==> src/rtl/fuse_burn_pkg.sv <==
package fuse_burn_pkg;
  localparam logic [15:0] CFG_PGM = 16'h5A5A;
  localparam logic [15:0] CFG_RD  = 16'h5AA5;
  localparam logic [1:0]  CMD_PGM = 2'h2;
  localparam logic [1:0]  CMD_RD  = 2'h1;

  typedef enum logic [3:0] {
    S_IDLE, S_SELECT, S_CLEAR, S_LOAD, S_PCFG, S_PCMD, S_PWAIT,
    S_RCFG, S_RCMD, S_RWAIT, S_CHECK, S_DECIDE, S_NEXT, S_FINISH
  } seqState_t;

  typedef struct packed {
    logic initRun;
    logic loadBlk;
    logic idxClr;
    logic idxInc;
    logic toutClr;
    logic toutInc;
    logic toutFail;
    logic mismClr;
    logic cmpEn;
    logic retry;
    logic commit;
    logic blkDec;
    logic loadPhase;
  } strobe_t;
endpackage

==> src/rtl/fuse_burn_ctrl.sv <==
module fuse_burn_ctrl
  import fuse_burn_pkg::*;
(
  input  logic        clk,
  input  logic        rstN,
  input  logic        start,
  input  logic        stageZero,
  input  logic        failedAny,
  input  logic        lastWord,
  input  logic        cmdIdle,
  input  logic        timedOut,
  input  logic        badAttempt,
  input  logic        triesLeft,
  input  logic        blkIsZero,
  output strobe_t     st,
  output logic        busy,
  output logic        done,
  output logic        cfgWe,
  output logic [15:0] cfgData,
  output logic        cmdWe,
  output logic [1:0]  cmdData,
  output logic        progWe
);
  seqState_t state, nxt;

  always_ff @(posedge clk) begin
    if (!rstN) state <= S_IDLE;
    else       state <= nxt;
  end

  assign busy = (state != S_IDLE);
  assign done = (state == S_FINISH);

  always_comb begin
    st      = '0;
    nxt     = state;
    cfgWe   = 1'b0;
    cfgData = '0;
    cmdWe   = 1'b0;
    cmdData = '0;
    progWe  = 1'b0;
    unique case (state)
      S_IDLE: if (start) begin
        st.initRun = 1'b1;
        nxt = S_SELECT;
      end
      S_SELECT: begin
        if (failedAny || stageZero) nxt = S_NEXT;
        else begin
          st.loadBlk = 1'b1;
          st.idxClr  = 1'b1;
          nxt = S_CLEAR;
        end
      end
      S_CLEAR: begin
        progWe = 1'b1;
        if (lastWord) begin st.idxClr = 1'b1; nxt = S_LOAD; end
        else st.idxInc = 1'b1;
      end
      S_LOAD: begin
        progWe = 1'b1;
        st.loadPhase = 1'b1;
        if (lastWord) begin st.idxClr = 1'b1; nxt = S_PCFG; end
        else st.idxInc = 1'b1;
      end
      S_PCFG: begin
        cfgWe = 1'b1; cfgData = CFG_PGM; nxt = S_PCMD;
      end
      S_PCMD: begin
        cmdWe = 1'b1; cmdData = CMD_PGM; st.toutClr = 1'b1; nxt = S_PWAIT;
      end
      S_PWAIT: begin
        if (cmdIdle) nxt = S_RCFG;
        else if (timedOut) begin st.toutFail = 1'b1; nxt = S_FINISH; end
        else st.toutInc = 1'b1;
      end
      S_RCFG: begin
        cfgWe = 1'b1; cfgData = CFG_RD; nxt = S_RCMD;
      end
      S_RCMD: begin
        cmdWe = 1'b1; cmdData = CMD_RD; st.toutClr = 1'b1; nxt = S_RWAIT;
      end
      S_RWAIT: begin
        if (cmdIdle) begin
          st.idxClr = 1'b1; st.mismClr = 1'b1; nxt = S_CHECK;
        end else if (timedOut) begin st.toutFail = 1'b1; nxt = S_FINISH; end
        else st.toutInc = 1'b1;
      end
      S_CHECK: begin
        st.cmpEn = 1'b1;
        if (lastWord) nxt = S_DECIDE;
        else st.idxInc = 1'b1;
      end
      S_DECIDE: begin
        if (badAttempt && triesLeft) begin
          st.retry = 1'b1; st.idxClr = 1'b1; nxt = S_CLEAR;
        end else begin
          st.commit = 1'b1; nxt = S_NEXT;
        end
      end
      S_NEXT: begin
        if (blkIsZero) nxt = S_FINISH;
        else begin st.blkDec = 1'b1; nxt = S_SELECT; end
      end
      S_FINISH: nxt = S_IDLE;
      default:  nxt = S_IDLE;
    endcase
  end
endmodule

==> src/rtl/fuse_burn_dp.sv <==
module fuse_burn_dp
  import fuse_burn_pkg::*;
#(
  parameter int NB        = 4,
  parameter int WPB       = 4,
  parameter int WW        = 8,
  parameter int MAX_TRIES = 3,
  parameter int TIMEOUT   = 64,
  localparam int BW  = $clog2(NB),
  localparam int IW  = $clog2(WPB),
  localparam int AW  = $clog2(MAX_TRIES + 1),
  localparam int TW  = $clog2(TIMEOUT + 1),
  localparam int BLK_BITS = WPB * WW
)(
  input  logic                 clk,
  input  logic                 rstN,
  input  strobe_t              st,
  input  logic [NB*BLK_BITS-1:0] stageData,
  input  logic [WW-1:0]        rdData,
  input  logic [4*(NB-1)-1:0]  decWarn,
  input  logic [1:0]           cmdRdata,
  output logic                 stageZero,
  output logic                 failedAny,
  output logic                 lastWord,
  output logic                 cmdIdle,
  output logic                 timedOut,
  output logic                 badAttempt,
  output logic                 triesLeft,
  output logic                 blkIsZero,
  output logic [BW-1:0]        blkSel,
  output logic [IW-1:0]        wordIdx,
  output logic [WW-1:0]        progData,
  output logic                 warnAny
);
  logic [BW-1:0]  blk;
  logic [IW-1:0]  idx;
  logic [AW-1:0]  attempt;
  logic [TW-1:0]  toutCnt;
  logic           mism, errBefore, curErr, newErr;
  logic [WW-1:0]  backup [WPB];
  logic [BLK_BITS-1:0] curStage;

  assign curStage  = stageData[blk*BLK_BITS +: BLK_BITS];
  assign stageZero = (curStage == '0);
  assign lastWord  = (idx == IW'(WPB - 1));
  assign cmdIdle   = (cmdRdata == 2'b00);
  assign timedOut  = (toutCnt >= TW'(TIMEOUT));
  assign triesLeft = (attempt < AW'(MAX_TRIES));
  assign blkIsZero = (blk == '0);
  assign blkSel    = blk;
  assign wordIdx   = idx;
  assign progData  = st.loadPhase ? backup[idx] : '0;

  // coding error of the current block: OR of its decode nibble, none for block 0
  always_comb begin
    curErr = 1'b0;
    for (int b = 1; b < NB; b++) begin
      if (blk == BW'(b)) curErr = |decWarn[4*(b-1) +: 4];
    end
  end

  assign newErr     = curErr & ~errBefore;
  assign badAttempt = mism | newErr;

  always_ff @(posedge clk) begin
    if (!rstN) begin
      blk       <= '0;
      idx       <= '0;
      attempt   <= '0;
      toutCnt   <= '0;
      mism      <= 1'b0;
      errBefore <= 1'b0;
      failedAny <= 1'b0;
      warnAny   <= 1'b0;
    end else begin
      if (st.initRun) begin
        blk       <= BW'(NB - 1);
        failedAny <= 1'b0;
        warnAny   <= 1'b0;
      end
      if (st.blkDec) blk <= blk - 1'b1;
      if (st.loadBlk) begin
        attempt   <= AW'(1);
        errBefore <= curErr;
      end
      if (st.retry) attempt <= attempt + 1'b1;
      if (st.idxClr)      idx <= '0;
      else if (st.idxInc) idx <= idx + 1'b1;
      if (st.toutClr)      toutCnt <= '0;
      else if (st.toutInc) toutCnt <= toutCnt + 1'b1;
      if (st.mismClr)                         mism <= 1'b0;
      else if (st.cmpEn && rdData != backup[idx]) mism <= 1'b1;
      if (st.toutFail) failedAny <= 1'b1;
      if (st.commit) begin
        if (mism)   failedAny <= 1'b1;
        if (newErr) warnAny   <= 1'b1;
      end
    end
  end

  for (genvar w = 0; w < WPB; w++) begin : g_backup
    always_ff @(posedge clk) begin
      if (!rstN)           backup[w] <= '0;
      else if (st.loadBlk) backup[w] <= curStage[w*WW +: WW];
    end
  end
endmodule

==> src/rtl/fuse_burn_seq.sv <==
module fuse_burn_seq
  import fuse_burn_pkg::*;
#(
  parameter int NB        = 4,
  parameter int WPB       = 4,
  parameter int WW        = 8,
  parameter int MAX_TRIES = 3,
  parameter int TIMEOUT   = 64,
  localparam int BW = $clog2(NB),
  localparam int IW = $clog2(WPB)
)(
  input  logic                   clk,
  input  logic                   rstN,
  input  logic                   start,
  input  logic [NB*WPB*WW-1:0]   stageData,
  output logic                   busy,
  output logic                   done,
  output logic                   fail,
  output logic                   warn,
  output logic                   cfgWe,
  output logic [15:0]            cfgData,
  output logic                   cmdWe,
  output logic [1:0]             cmdData,
  input  logic [1:0]             cmdRdata,
  output logic                   progWe,
  output logic [BW-1:0]          blkSel,
  output logic [IW-1:0]          wordIdx,
  output logic [WW-1:0]          progData,
  input  logic [WW-1:0]          rdData,
  input  logic [4*(NB-1)-1:0]    decWarn
);
  strobe_t st;
  logic stageZero, failedAny, lastWord, cmdIdle, timedOut;
  logic badAttempt, triesLeft, blkIsZero;

  fuse_burn_ctrl ctrl_i (
    .clk(clk), .rstN(rstN), .start(start),
    .stageZero(stageZero), .failedAny(failedAny), .lastWord(lastWord),
    .cmdIdle(cmdIdle), .timedOut(timedOut), .badAttempt(badAttempt),
    .triesLeft(triesLeft), .blkIsZero(blkIsZero),
    .st(st), .busy(busy), .done(done),
    .cfgWe(cfgWe), .cfgData(cfgData), .cmdWe(cmdWe), .cmdData(cmdData),
    .progWe(progWe)
  );

  fuse_burn_dp #(
    .NB(NB), .WPB(WPB), .WW(WW), .MAX_TRIES(MAX_TRIES), .TIMEOUT(TIMEOUT)
  ) dp_i (
    .clk(clk), .rstN(rstN), .st(st), .stageData(stageData),
    .rdData(rdData), .decWarn(decWarn), .cmdRdata(cmdRdata),
    .stageZero(stageZero), .failedAny(failedAny), .lastWord(lastWord),
    .cmdIdle(cmdIdle), .timedOut(timedOut), .badAttempt(badAttempt),
    .triesLeft(triesLeft), .blkIsZero(blkIsZero),
    .blkSel(blkSel), .wordIdx(wordIdx), .progData(progData),
    .warnAny(warn)
  );

  assign fail = failedAny;
endmodule

==> config.mk <==
export PLATFORM = sky130hd
export DESIGN_NAME = fuse_burn_seq
export DESIGN_NICKNAME = d
export VERILOG_FILES = /design/src/rtl/fuse_burn_pkg.sv /design/src/rtl/fuse_burn_ctrl.sv /design/src/rtl/fuse_burn_dp.sv /design/src/rtl/fuse_burn_seq.sv
export SDC_FILE = /design/constraint.sdc
export NUM_CORES = 1
export LEC_CHECK = 0
export CAP_MARGIN = 15
export CORE_UTILIZATION = 45
export DETAILED_ROUTE_END_ITERATION = 8
export GPL_ROUTABILITY_DRIVEN = 0
export PLACE_DENSITY = 0.85
export SYNTH_ARGS = -nofsm -noshare
export SYNTH_HDL_FRONTEND = slang
export SYNTH_HIERARCHICAL = 1
export SYNTH_SLANG_ARGS = --single-unit
export TNS_END_PERCENT = 30
==> constraint.sdc <==
create_clock -name clk -period 5.4 [get_ports clk]
set_input_delay 1.62 -clock clk [delete_from_list [all_inputs] [get_ports clk]]
set_output_delay 1.62 -clock clk [all_outputs]
set_load 0.02 [all_outputs]
# Word level (Yosys, flattened, before mapping)
# Memories as Yosys holds them, arrays and structs flattened. A register that Yosys moved wholly into a read port is not among the register bits.
# Cells that the tools add are included.
# word_totals
register_bits	21
latch_bits	0
ram_bits	32
romBits	0
input_bits	153
out_inout_bits	37
elab_cells	131
mem_count	1
# memory_table
memory	depth	width	rd	rd_ports_with_merged_regs	write_ports	line	source
dp_i.backup	4	8	1	1	4	fuse_burn_dp.sv:40	logic [WW-1:0] backup [WPB];
# op_classes
addsub	4
multipliers	0
div	0
magnitude_cmp	2
eq_ne	22
shift	1
n_mux	62
bitwise	8
reduce_logical	22
# op_table
operator	count
$shiftx A128 B8 Y32	1
$pmux W4 S13	1
$mux W4	10
$mux W8	5
$mux W1	33
$logic_not A32 Y1	1
$pmux W15 S2	1
$eq A4 B4 Y1 const B	6
$mux W2	10
$eq A4 B3 Y1 const B	4
$reduce_or A2 Y1	7
$reduce_or A4 Y1	3
$eq A4 B2 Y1 const B	2
$ne A8 B8 Y1	1
$add A7 B1 Y7 const B	1
$ge A7 B7 Y1 const B	1
$eq A2 B2 Y1 const B	3
$ne A2 B1 Y1 const B	3
$or A1 B1 Y1	5
$add A2 B1 Y2 const B	2
$eq A4 B1 Y1 const B	1
$logic_not A2 Y1	2
$logic_not A4 Y1	1
$pmux W1 S4	1
other kinds (13)	16

# Longest topological paths before layout
# depth
depth_word	11
mapped_depth	14
ltp_nobuf	12

# Modules after synthesis
# The synthesis kept the hierarchy.
# by_module_without_submodules
mod	n_inst	cells_each	area_per_inst_um2	seq_area_each_um2
fuse_burn_dp	1	246	3233.1	1341.3
fuse_burn_ctrl	1	108	716.9	80.1

# Worst setup path after synthesis
# No wires, ideal clock.
# synth_timing
path_type	in2reg
from	input stageData[38]
to	memory dp_i.backup[0][0] (enable)
setup_time_ns	0.482
arrival_time_ns	3.629
required_time_ns	4.918
setup_slack_ns	1.289
path_stages	8
path_buffers	1
cell_sequence	mux4_1 nor4_1 nand4_1 nor2_1 nor2_1 and3_1 clkbuf_1 nand2b_1
# synth_rtl
element	line	source
from (decl)	fuse_burn_seq.sv:15	input logic [NB*WPB*WW-1:0] stageData,
to (decl)	fuse_burn_dp.sv:40	

==> metrics.txt <==
# TYPE chip_impl_metric gauge
chip_impl_metric{name="pin_count",unit=""} 190
chip_impl_metric{name="number_of_global_route_vias_before_repair",unit=""} 3586
chip_impl_metric{name="numCtsBuffers",unit=""} 5
chip_impl_info{name="hold_path_class",value="reg -> reg"} 1
chip_impl_metric{name="num_antenna_cells",unit=""} 0
chip_impl_metric{name="crit_fanout",unit=""} 37
chip_impl_metric{name="floorplan.initialDensity",unit=""} 0.474
chip_impl_metric{name="fp.dieArea",unit="um^2"} 9160
chip_impl_metric{name="max-vdd-ir-drop",unit="mV"} 0.160
chip_impl_metric{name="area_growth_syn_to_layout",unit="%"} 46.4
chip_impl_metric{name="sequential_share_of_the_synthesized_area",unit=""} 0.360
chip_impl_metric{name="share_of_layout_cells_above_drive_strength_1",unit=""} 0.115
chip_impl_metric{name="cts_max_path_buffers",unit=""} 2
chip_impl_metric{name="cts.repair.resized",unit=""} 0
chip_impl_metric{name="fp.coreArea",unit="um^2"} 8340
chip_impl_info{name="rsz0062_at_grt",value="no"} 1
chip_impl_metric{name="fin_tns_setup",unit="ns"} 0
chip_impl_info{name="cts_tree",value="yes"} 1
chip_impl_metric{name="synth.lib_cells_used.distinct",unit=""} 54
chip_impl_metric{name="power.density_cell_area",unit="nW/um^2"} 285
chip_impl_metric{name="timing.final.crit_period",unit="ns"} 4.45
chip_impl_metric{name="relSlewSlack",unit=""} 0.368
chip_impl_metric{name="drv_slew",unit=""} 0
chip_impl_metric{name="period_share",unit=""} 0.824
chip_impl_metric{name="firstDrtPassIters",unit=""} 5
chip_impl_metric{name="antenna_found_initial",unit=""} 0
chip_impl_metric{name="max_clock_freq",unit="MHz"} 225
chip_impl_metric{name="finClkSkew",unit="ns"} 0.00937
chip_impl_metric{name="finalNetCount",unit=""} 672
chip_impl_info{name="cp-start-kind",value="primary input"} 1
chip_impl_metric{name="postSynthAreaPerCell",unit="um^2"} 11.2
chip_impl_metric{name="finalHoldViolations",unit=""} 0
chip_impl_metric{name="drt-vias-per-instance",unit=""} 5.71
chip_impl_metric{name="vert_die_dim",unit="um"} 95.7
chip_impl_metric{name="stdcell_count",unit=""} 617
chip_impl_info{name="synth-main-ff-cell",value="edfxtp_1"} 1
chip_impl_metric{name="port_buffers",unit=""} 185
chip_impl_metric{name="cp.arrival",unit="ns"} 4.48
chip_impl_metric{name="setup-violations-final",unit=""} 0
chip_impl_metric{name="route.detailed.wl_per_inst",unit="um"} 18.5
chip_impl_metric{name="die_w",unit="um"} 95.7
chip_impl_info{name="crit_type",value="in -> reg"} 1
chip_impl_info{name="clock_tree.root_cell",value="clkbuf_8"} 1
chip_impl_metric{name="hold_buffers",unit=""} 0
chip_impl_metric{name="num-fill-cells",unit=""} 613
chip_impl_info{name="cp-end-kind",value="flip-flop"} 1
chip_impl_metric{name="clock_sink_count",unit=""} 55
chip_impl_metric{name="overflow_left_after_global_routing",unit=""} 0
chip_impl_info{name="outcome",value="completed"} 1
chip_impl_metric{name="number_of_flops_mapped_to_enable_cells_by_yosys",unit=""} 32
chip_impl_metric{name="first_iter_violations",unit=""} 239
chip_impl_metric{name="crit_required",unit="ns"} 5.43
chip_impl_metric{name="ys_async_sr_fraction",unit=""} 0
chip_impl_metric{name="yosys_register_bits",unit=""} 55
chip_impl_metric{name="final_core_util",unit=""} 0.694
chip_impl_metric{name="rows",unit=""} 33
chip_impl_metric{name="worst_setup_hold_path_clk_slew",unit="ns"} 0.09
chip_impl_metric{name="static-leakage-power",unit="uW"} 0.00214
chip_impl_metric{name="wire_length_of_the_first_global_routing_pass",unit="um"} 18100
chip_impl_metric{name="timing_worst_slew_pin_value",unit="ns"} 0.949
chip_impl_metric{name="detailed_place_hpwl",unit="um"} 9370
chip_impl_metric{name="warnings_from_yosys",unit=""} 6
chip_impl_metric{name="wl",unit="um"} 11400
chip_impl_metric{name="syn_inst",unit=""} 354
chip_impl_metric{name="antenna_violating_nets_post_route",unit=""} 0
chip_impl_metric{name="route.detailed.drc",unit=""} 0
chip_impl_metric{name="place.detailed.instances",unit=""} 609
chip_impl_metric{name="number_of_setup_buffers_added_after_cts",unit=""} 0
chip_impl_metric{name="mappedNetlistArea",unit="um^2"} 3950
chip_impl_metric{name="grt_start_max_net_pins",unit=""} 38
chip_impl_metric{name="cts.htree.levels",unit=""} 2
chip_impl_metric{name="max-cap-violations",unit=""} 0
chip_impl_metric{name="detailroute.via_count",unit=""} 3524
chip_impl_metric{name="clock_latency",unit="ns"} 0.31
chip_impl_metric{name="grt.total_usage",unit=""} 0.265
report_power, final:
part	switching [uW]	total (uW)	internal, uW
combinational	345	762	417
sequential	101	656	555
clock	135	228	93.1
total	581	1650	1070
layer usage:
metal  wire [um]  track usage  part of all wire
met2        5890        0.474              0.52
met4         220       0.0684             0.019
met1        4410        0.321              0.39
met5           0            0                 0
met3         871       0.0585             0.076
through the flow:
stage                     setup WS, ns  cell area (um^2)  hold WS [ns]  total power, uW
after detailed placement         0.732              5690         0.478             1420
final                            0.951              5780         0.487             1650
after global routing             0.909              5780         0.513             1740
after CTS                         1.06              5780         0.492             1650
after global placement           0.787              5690         0.454             1400
after floorplan                   1.29              3960         0.436             1170
registers in the layout, indices dropped and copies added (netlist names), named ones only:
register	flops
dp_i/backup	32
dp_i/failedAny	1
dp_i/attempt	2
dp_i/wordIdx	2
dp_i/warnAny	1
dp_i/mism	1
ctrl_i/state	4
dp_i/toutCnt	7
dp_i/errBefore	1
dp_i/blkSel	2
final timing paths:
path	start	to	slack [ns]	cells after the start
max	stageData[19]	dp_i/backup[0][1]	0.95	9
min	dp_i/mism	dp_i/mism	0.49	2
max reg2reg	dp_i/blkSel[0]	dp_i/backup[0][1]	1.36	9
min reg2reg	dp_i/mism	dp_i/mism	0.49	2
placed cells by master (no fill, tap or decap), types with 2 or more instances in the layout:
cell and n:
nor3b_1 2, nand2_1 23, and3_1 34, conb_1 4
a21oi_1 11, mux4_1 2, clkdlybuf4s50_1 185, nand4_1 8
xor2_1 4, and2_1 8, o21ai_1 3, nor2_1 25
ha_1 8, o21a_1 2, xnor2_1 10, o41ai_1 2
nor4_1 9, edfxtp_1 32, buf_4 5, or3_1 2
o21ai_0 6, nor2b_1 6, clkbuf_8 5, nor3_1 11
nand2b_1 6, dfxtp_1 22, mux4_2 38, a32oi_1 2
inv_1 9, mux2i_1 2, o311a_1 2
critical path, stage by stage:
cell and delay (ns):
clkdlybuf4s50_1 0.41, mux4_2 0.53, nor4_1 0.43, nand4_1 0.14, nor2_1 0.18, nor2_1 0.10, and3_1 0.47, nand2b_1 0.30
buf_4 0.28
cells by family after synthesis:
group | after synthesis | share of synthesized area
compound gates | 39 | 0.0659
xor+xnor | 14 | 0.0310
fa+ha+maj | 8 | 0.0253
buf+inv | 53 | 0.0830
flops | 55 | 0.360
mux | 42 | 0.235
other cells | 1 | 0.000949
simple gates | 142 | 0.199
cells in the mapped netlist (all sizes together) (9+ instances only):
library cell	number	share of area
a21oi	11	0.014
and3	34	0.054
buf	30	0.061
clkbuf	13	0.012
dfxtp	23	0.12
edfxtp	32	0.24
inv	10	0.0095
mux4	40	0.23
nand2	24	0.025
nor2	26	0.025
nor3	11	0.014
nor4	10	0.017
o21ai	9	0.011
xnor2	10	0.022
area by class of cell:
| type | instances | area [um^2] | area share |
|---|---|---|---|
| clock buffer | 5 | 68.8 | 0.0119 |
| clock inverter | 3 | 22.5 | 0.00389 |
| inverter | 10 | 37.5 | 0.00649 |
| multi-input combinational | 249 | 2210 | 0.382 |
| sequential | 55 | 1420 | 0.246 |
| tap | 105 | 131 | 0.0227 |
| timing repair buffer | 190 | 1890 | 0.327 |
Power figures use the tool's default switching activity.
